[src/rtl/sample_bank_pkg.sv]
package sample_bank_pkg;
  localparam int AXES         = 3;
  localparam int ADDR_W       = 4;
  localparam int ADR_CFG_AXIS = 0;
  localparam int ADR_CFG_PIN  = 1;
  localparam int ADR_STAT     = 2;
  localparam int DATA_BASE    = 3;
  localparam int PINS         = 2;

  typedef enum logic [1:0] {
    SEL_OWN  = 2'b00,
    SEL_ANY  = 2'b01,
    SEL_DRDY = 2'b10,
    SEL_BOOT = 2'b11
  } pin_sel_e;
endpackage

[src/rtl/sample_axis_slot.sv]
module sample_axis_slot #(
  parameter int DATA_W = 16
) (
  input  logic              clk,
  input  logic              rst,
  input  logic              bdu,
  input  logic              smp_valid,
  input  logic [DATA_W-1:0] smp_data,
  input  logic              rd_lo,
  input  logic              rd_hi,
  output logic [DATA_W-1:0] hold,
  output logic              locked,
  output logic              new_flag,
  output logic              ovr_flag
);
  logic              lo_seen, hi_seen, pend;
  logic [DATA_W-1:0] pend_val;
  logic              complete, blocked;

  // second byte of a pair read in this cycle
  assign complete = bdu && ((rd_lo && hi_seen) || (rd_hi && lo_seen));
  assign blocked  = bdu && (lo_seen || hi_seen || rd_lo || rd_hi) && !complete;
  assign locked   = bdu && (lo_seen || hi_seen);

  always_ff @(posedge clk) begin
    if (rst) begin
      lo_seen  <= 1'b0;
      hi_seen  <= 1'b0;
      pend     <= 1'b0;
      pend_val <= '0;
      hold     <= '0;
      new_flag <= 1'b0;
      ovr_flag <= 1'b0;
    end else begin
      if (!bdu || complete) begin
        lo_seen <= 1'b0;
        hi_seen <= 1'b0;
      end else begin
        if (rd_lo) lo_seen <= 1'b1;
        if (rd_hi) hi_seen <= 1'b1;
      end

      if (smp_valid && blocked) begin
        pend     <= 1'b1;
        pend_val <= smp_data;
      end else if (!blocked) begin
        pend <= 1'b0;
      end

      if (smp_valid && !blocked)
        hold <= smp_data;
      else if (pend && !blocked)
        hold <= pend_val;

      if (smp_valid)
        new_flag <= 1'b1;
      else if (rd_hi && !pend)
        new_flag <= 1'b0;

      if (smp_valid && (new_flag || blocked))
        ovr_flag <= 1'b1;
      else if (rd_hi && !pend && !smp_valid)
        ovr_flag <= 1'b0;
    end
  end
endmodule

[src/rtl/sample_irq_router.sv]
module sample_irq_router
  import sample_bank_pkg::*;
(
  input  logic       clk,
  input  logic       rst,
  input  logic [1:0] sel,
  input  logic       pol_low,
  input  logic       own_src,
  input  logic       any_src,
  input  logic       drdy,
  input  logic       boot,
  output logic       pin
);
  logic raw;

  always_comb begin
    unique case (pin_sel_e'(sel))
      SEL_OWN:  raw = own_src;
      SEL_ANY:  raw = any_src;
      SEL_DRDY: raw = drdy;
      SEL_BOOT: raw = boot;
      default:  raw = 1'b0;
    endcase
  end

  always_ff @(posedge clk) begin
    if (rst) pin <= 1'b0;
    else     pin <= raw ^ pol_low;
  end
endmodule

[src/rtl/sensor_sample_bank.sv]
module sensor_sample_bank
  import sample_bank_pkg::*;
#(
  parameter int DATA_W = 16,
  localparam int BUS_W = DATA_W / 2
) (
  input  logic              clk,
  input  logic              rst,
  input  logic              smp_valid,
  input  logic [DATA_W-1:0] smp_x,
  input  logic [DATA_W-1:0] smp_y,
  input  logic [DATA_W-1:0] smp_z,
  input  logic              wr_en,
  input  logic [ADDR_W-1:0] wr_addr,
  input  logic [BUS_W-1:0]  wr_data,
  input  logic              rd_en,
  input  logic [ADDR_W-1:0] rd_addr,
  output logic [BUS_W-1:0]  rd_data,
  input  logic              int1_src,
  input  logic              int2_src,
  input  logic              boot_busy,
  output logic              int1_pin,
  output logic              int2_pin
);
  logic [BUS_W-1:0]  cfg_axis_reg, cfg_pin_reg;
  logic [AXES-1:0]   cfg_axis_en;
  logic              cfg_bdu, cfg_pol_low;
  logic [1:0]        cfg_sel1, cfg_sel2;

  logic [DATA_W-1:0] smp_arr   [AXES];
  logic [DATA_W-1:0] axis_hold [AXES];
  logic [AXES-1:0]   axis_lock, axis_new, axis_ovr, rd_lo, rd_hi;
  logic [AXES-1:0]   new_m, ovr_m;
  logic [7:0]        stat_byte;
  logic              drdy;
  logic [BUS_W-1:0]  rd_mux;
  logic [DATA_W-1:0] hold_x;
  logic              lock_x;

  assign cfg_axis_en = cfg_axis_reg[AXES-1:0];
  assign cfg_bdu     = cfg_axis_reg[3];
  assign cfg_sel1    = cfg_pin_reg[1:0];
  assign cfg_sel2    = cfg_pin_reg[3:2];
  assign cfg_pol_low = cfg_pin_reg[4];

  always_ff @(posedge clk) begin
    if (rst) begin
      cfg_axis_reg <= BUS_W'(7);
      cfg_pin_reg  <= '0;
    end else if (wr_en) begin
      if (wr_addr == ADDR_W'(ADR_CFG_AXIS)) cfg_axis_reg <= wr_data;
      if (wr_addr == ADDR_W'(ADR_CFG_PIN))  cfg_pin_reg  <= wr_data;
    end
  end

  assign smp_arr[0] = smp_x;
  assign smp_arr[1] = smp_y;
  assign smp_arr[2] = smp_z;

  for (genvar i = 0; i < AXES; i++) begin : g_axis
    assign rd_lo[i] = rd_en && (rd_addr == ADDR_W'(DATA_BASE + 2 * i));
    assign rd_hi[i] = rd_en && (rd_addr == ADDR_W'(DATA_BASE + 2 * i + 1));

    sample_axis_slot #(.DATA_W(DATA_W)) slot_i (
      .clk      (clk),
      .rst      (rst),
      .bdu      (cfg_bdu),
      .smp_valid(smp_valid),
      .smp_data (smp_arr[i]),
      .rd_lo    (rd_lo[i]),
      .rd_hi    (rd_hi[i]),
      .hold     (axis_hold[i]),
      .locked   (axis_lock[i]),
      .new_flag (axis_new[i]),
      .ovr_flag (axis_ovr[i])
    );
  end

  assign hold_x    = axis_hold[0];
  assign lock_x    = axis_lock[0];
  assign new_m     = axis_new & cfg_axis_en;
  assign ovr_m     = axis_ovr & cfg_axis_en;
  assign drdy      = |new_m;
  assign stat_byte = {|ovr_m, ovr_m, |new_m, new_m};

  always_comb begin
    rd_mux = '0;
    if (rd_addr == ADDR_W'(ADR_CFG_AXIS)) rd_mux = cfg_axis_reg;
    if (rd_addr == ADDR_W'(ADR_CFG_PIN))  rd_mux = cfg_pin_reg;
    if (rd_addr == ADDR_W'(ADR_STAT))     rd_mux = BUS_W'(stat_byte);
    for (int i = 0; i < AXES; i++) begin
      if (rd_addr == ADDR_W'(DATA_BASE + 2 * i))     rd_mux = axis_hold[i][BUS_W-1:0];
      if (rd_addr == ADDR_W'(DATA_BASE + 2 * i + 1)) rd_mux = axis_hold[i][DATA_W-1:BUS_W];
    end
  end

  always_ff @(posedge clk) begin
    if (rst)        rd_data <= '0;
    else if (rd_en) rd_data <= rd_mux;
  end

  logic [1:0] sel_arr [PINS];
  logic       own_arr [PINS];
  logic       pin_arr [PINS];

  assign sel_arr[0] = cfg_sel1;
  assign sel_arr[1] = cfg_sel2;
  assign own_arr[0] = int1_src;
  assign own_arr[1] = int2_src;

  for (genvar p = 0; p < PINS; p++) begin : g_pin
    sample_irq_router router_i (
      .clk    (clk),
      .rst    (rst),
      .sel    (sel_arr[p]),
      .pol_low(cfg_pol_low),
      .own_src(own_arr[p]),
      .any_src(int1_src | int2_src),
      .drdy   (drdy),
      .boot   (boot_busy),
      .pin    (pin_arr[p])
    );
  end

  assign int1_pin = pin_arr[0];
  assign int2_pin = pin_arr[1];
endmodule

[config.mk]
export PLATFORM = sky130hd
export DESIGN_NAME = sensor_sample_bank
export DESIGN_NICKNAME = d
export VERILOG_FILES = /design/src/rtl/sample_bank_pkg.sv /design/src/rtl/sample_axis_slot.sv /design/src/rtl/sample_irq_router.sv /design/src/rtl/sensor_sample_bank.sv
export SDC_FILE = /design/constraint.sdc
export NUM_CORES = 1
export LEC_CHECK = 0
export ABC_AREA = 1
export BUFFER_PORTS_ARGS = -buffer_cell sky130_fd_sc_hd__buf_4
export CAP_MARGIN = 20
export CORE_ASPECT_RATIO = 0.5
export CORE_UTILIZATION = 25
export DETAILED_ROUTE_END_ITERATION = 7
export PLACE_DENSITY = 0.48
export SLEW_MARGIN = 10
export SYNTH_ARGS = -nofsm -noshare
export SYNTH_HDL_FRONTEND = slang
export SYNTH_SLANG_ARGS = --single-unit
[constraint.sdc]
create_clock -name clk -period 3.3 [get_ports clk]
set_clock_uncertainty 0.1 [all_clocks]
set_input_delay 0.66 -clock clk [delete_from_list [all_inputs] [get_ports clk]]
set_output_delay 0.66 -clock clk [all_outputs]
set_load 0.02 [all_outputs]
==> reports/results.tsv <==
stage	metric	value	unit
run_status	run status	complete, no violations	
drt	DRC Markers	0	
synthesis	Synth Instances	1008	
global_routing	first-pass GRT wire length	31100	um
drt	total routed wirelength	19400	um
clocking	CTS root buf	clkbuf_16	
timing	fin crit period	2.06	ns
synthesis	Net Count, Synth	1080	
final_layout	Reg area	2740	um^2
placed_design	RD Place Congestion	0.789	
global_routing	largest net degree at the start of global routing	38	
drt	vias per cell	4.30	
final_layout	fraction of layout cells with a size suffix above 1	19.2	%
worst_setup_path	Max stage delay on crit path	0.26	ns
clocking	post_cts resized	0	
timing	Final setup viols	0	
drt	routed len/inst	13.5	um
synthesis	number of flops mapped to enable cells by yosys	0	
timing	setup total negative slack	0	ns
final_layout	Layout Nets	1140	
worst_setup_path	Worst Reg-to-Reg Cells	7	
power	peak supply drop	0.349	mV
worst_hold_path	startpoint of the worst hold path	wr_data[0]	
worst_setup_path	crit path from	rd_addr[3]	
worst_setup_path	worst r2r src	cfg_axis_reg[3]$_SDFFE_PP0P_	
drt	First-pass DRT Iterations	5	
clocking	TritonCTS Sinks	137	
clocking	Clk Latency, worst-skew pair	0.42	ns
worst_setup_path	reg2reg setup slack	1.51	ns
worst_setup_path	CP most frequent cell	inv_2	
global_routing	total gr overflow	0	
timing	final slew viol count	0	
floorplanning	Die X	236	um
drt	routed wl met2	8170	um
synthesis	Mapped Area	6830	um^2
final_layout	most common cell after layout, fill and taps aside	nand2_1	
drt	wl on met1	10400	um
placed_design	dpl hpwl	13800	um
worst_setup_path	Crit-path slowest cell	o21ai_0	
global_routing	Total GRT Usage	14.2	%
placed_design	Port Buf Inserts	81	
synthesis	post-synthesis register bit count	137	
worst_setup_path	WP data required	3.50	ns
clocking	postcts setup bufs	0	
drt	max layer used	met4	
timing	Slew HR	53.7	%
synthesis	Yosys top cell by area	dfxtp_1	
worst_setup_path	peak fanout along the critical path	18	
final_layout	P&R area growth vs syn	21.1	%
timing	Slew @ Worst Pin	0.694	ns
worst_setup_path	CP startpoint kind	input pin	
clocking	CTS tree	done	
timing	RSZ-0062 raised after global routing	no	
synthesis	async set or reset register ratio after synthesis	0	%
worst_setup_path	worst-path cell chain	buf_4 > inv_2 > nor2_1 > nand3_1 > nand4_2 > nand2_4 > inv_2 > nand2_2 > o21ai_0 > a21oi_1	
drt	DRT iter0 DRCs	376	
worst_setup_path	WP data arrival	2.26	ns
synthesis	synth top area cells	dfxtp_1 40%, nand2_1 14%, a21oi_1 7.8%	
final_layout	fill cell count	2879	
worst_hold_path	hold path cells	3	
final_layout	Multi-input gate area	3280	um^2
clocking	clock slew seen by the registers of the worst setup and hold paths	0.06	ns
synthesis	share of the synthesized area in the top cell type	40.2	%
timing	max frequency	486	MHz
final_layout	biggest regs	g_axis.slot_i.hold: 48 flops, g_axis.slot_i.pend_val: 48 flops	
power	total power	4210	uW
timing	final hold violation count	0	
clocking	Clock Tree Buf Depth	2	
worst_setup_path	r2r endpoint	g_axis[2].slot_i.pend_val[15]$_SDFFE_PP0P_	
timing	fin crit share	62.4	%
synthesis	Synth Flop Type	dfxtp_1	
global_routing	vias in the first global route	5675	
floorplanning	full die area	28000	um^2
synthesis	sequential area share after synthesis	40.2	%
floorplanning	Core Box Area	26600	um^2
job	Max Cap Viol	0	
floorplanning	Std-Cell Rows	42	
worst_hold_path	hold crit path type	input pin to flop	
drt	Via Count	6160	
synthesis	Yosys cell types	34	
clocking	CTS Buf Count	17	
worst_hold_path	WHS Endpoint	cfg_axis_reg[0]$_SDFFE_PP1P_	
drt	post-route ant nets	0	
worst_setup_path	CP endpoint kind	flop	
final_layout	diode count	0	
global_routing	initial antenna violation count	0	
floorplanning	I/O pin cnt	82	
clocking	CTS Hold Bufs	0	
clocking	CTS H-tree depth	4	
power	Pwr Density	509	nW/um^2
final_layout	commonest non-fill, non-tap cells in the layout	259 x nand2_1, 137 x dfxtp_1, 128 x inv_1, 107 x a21oi_1, 86 x buf_4	
drt	met3 wire length	680	um
worst_setup_path	Crit Path Category	input pin to flop	
floorplanning	Die Y	119	um
synthesis	Avg Inst Size Synth	6.78	um^2
synthesis	YS warnings	0	
floorplanning	Starting Density	25.6	%
power	leakage power	0.00359	uW
[per-layer routing]
metal  vias to the layer above  GRT usage, %
met1                      2791          20.6
met2                        79          21.0
met4                         0          3.39
met5                         -             0
li1                       3277             -
met3                        13          3.36
[power breakdown]
part | internal [uW] | switching, uW | leakage (uW)
Sequential | 1710 | 40.7 | 0.00112
Combinational | 166 | 253 | 0.00217
Clock | 1300 | 739 | 0.000302
Total | 3180 | 1030 | 0.00359
[area by class of cell]
class | count | share of cell area (%)
Clock inverter | 11 | 2.07
Multi-Input combinational cell | 687 | 39.6
Inverter | 139 | 6.46
Sequential cell | 137 | 33.2
Timing Repair Buffer | 86 | 7.81
Tap cell | 352 | 5.33
Clock buffer | 20 | 5.52
[cell families after synthesis]
family	after synthesis	synth area share, %
DFF	137	40.2
AOI/OAI and AO/OA	207	16.1
buffers and inverters	184	11.9
and+or+nand+nor	480	31.9
[critical path: cells and delay by family]
family | cells | cell delay (ns)
buffers and inverters | 3 | 0.26
and+or+nand+nor | 5 | 1.02
AOI/OAI and AO/OA | 2 | 0.31
[cell usage after synthesis (6+ instances only)]
| cell | instances |
|---|---|
| a21oi_1 | 107 |
| a21oi_2 | 11 |
| buf_2 | 6 |
| buf_6 | 13 |
| clkbuf_1 | 24 |
| dfxtp_1 | 137 |
| inv_1 | 128 |
| nand2_1 | 259 |
| nand2_4 | 8 |
| nand3_1 | 57 |
| nand4_1 | 6 |
| nor2_1 | 82 |
| o21ai_0 | 72 |
| o21ai_1 | 11 |
| or2_1 | 6 |
| or2_2 | 41 |
[stage by stage]
stage / utilization [%] / setup WS [ns] / hold WS, ns / std cells / instance area (um^2)
final: 31.0 / 1.24 / 0.351 / 1432 / 8270
after global routing: 31.0 / 1.04 / 0.367 / 1432 / 8270
after CTS: 31.0 / 1.25 / 0.337 / 1432 / 8270
after detailed placement: 28.7 / 0.811 / 0.345 / 1401 / 7640
after global placement: 28.7 / 0.853 / 0.338 / 1401 / 7640
after floorplan: - / 1.35 / 0.330 / 1008 / 6830
[worst max-delay path by stage]
| stage | to | slack (ns) |
|---|---|---|
| final | g_axis[2].slot_i.pend_val[15]$_SDFFE_PP0P_ | 1.24 |
| after floorplan | g_axis[0].slot_i.pend_val[10]$_SDFFE_PP0P_ | 1.35 |
| after global routing | rd_data[0]$_SDFFE_PP0P_ | 1.04 |
| after global placement | g_axis[2].slot_i.pend_val[15]$_SDFFE_PP0P_ | 0.85 |
| after CTS | g_axis[2].slot_i.pend_val[15]$_SDFFE_PP0P_ | 1.25 |
| after detailed placement | rd_data[6]$_SDFFE_PP0P_ | 0.81 |
Power figures use the tool's default switching activity.
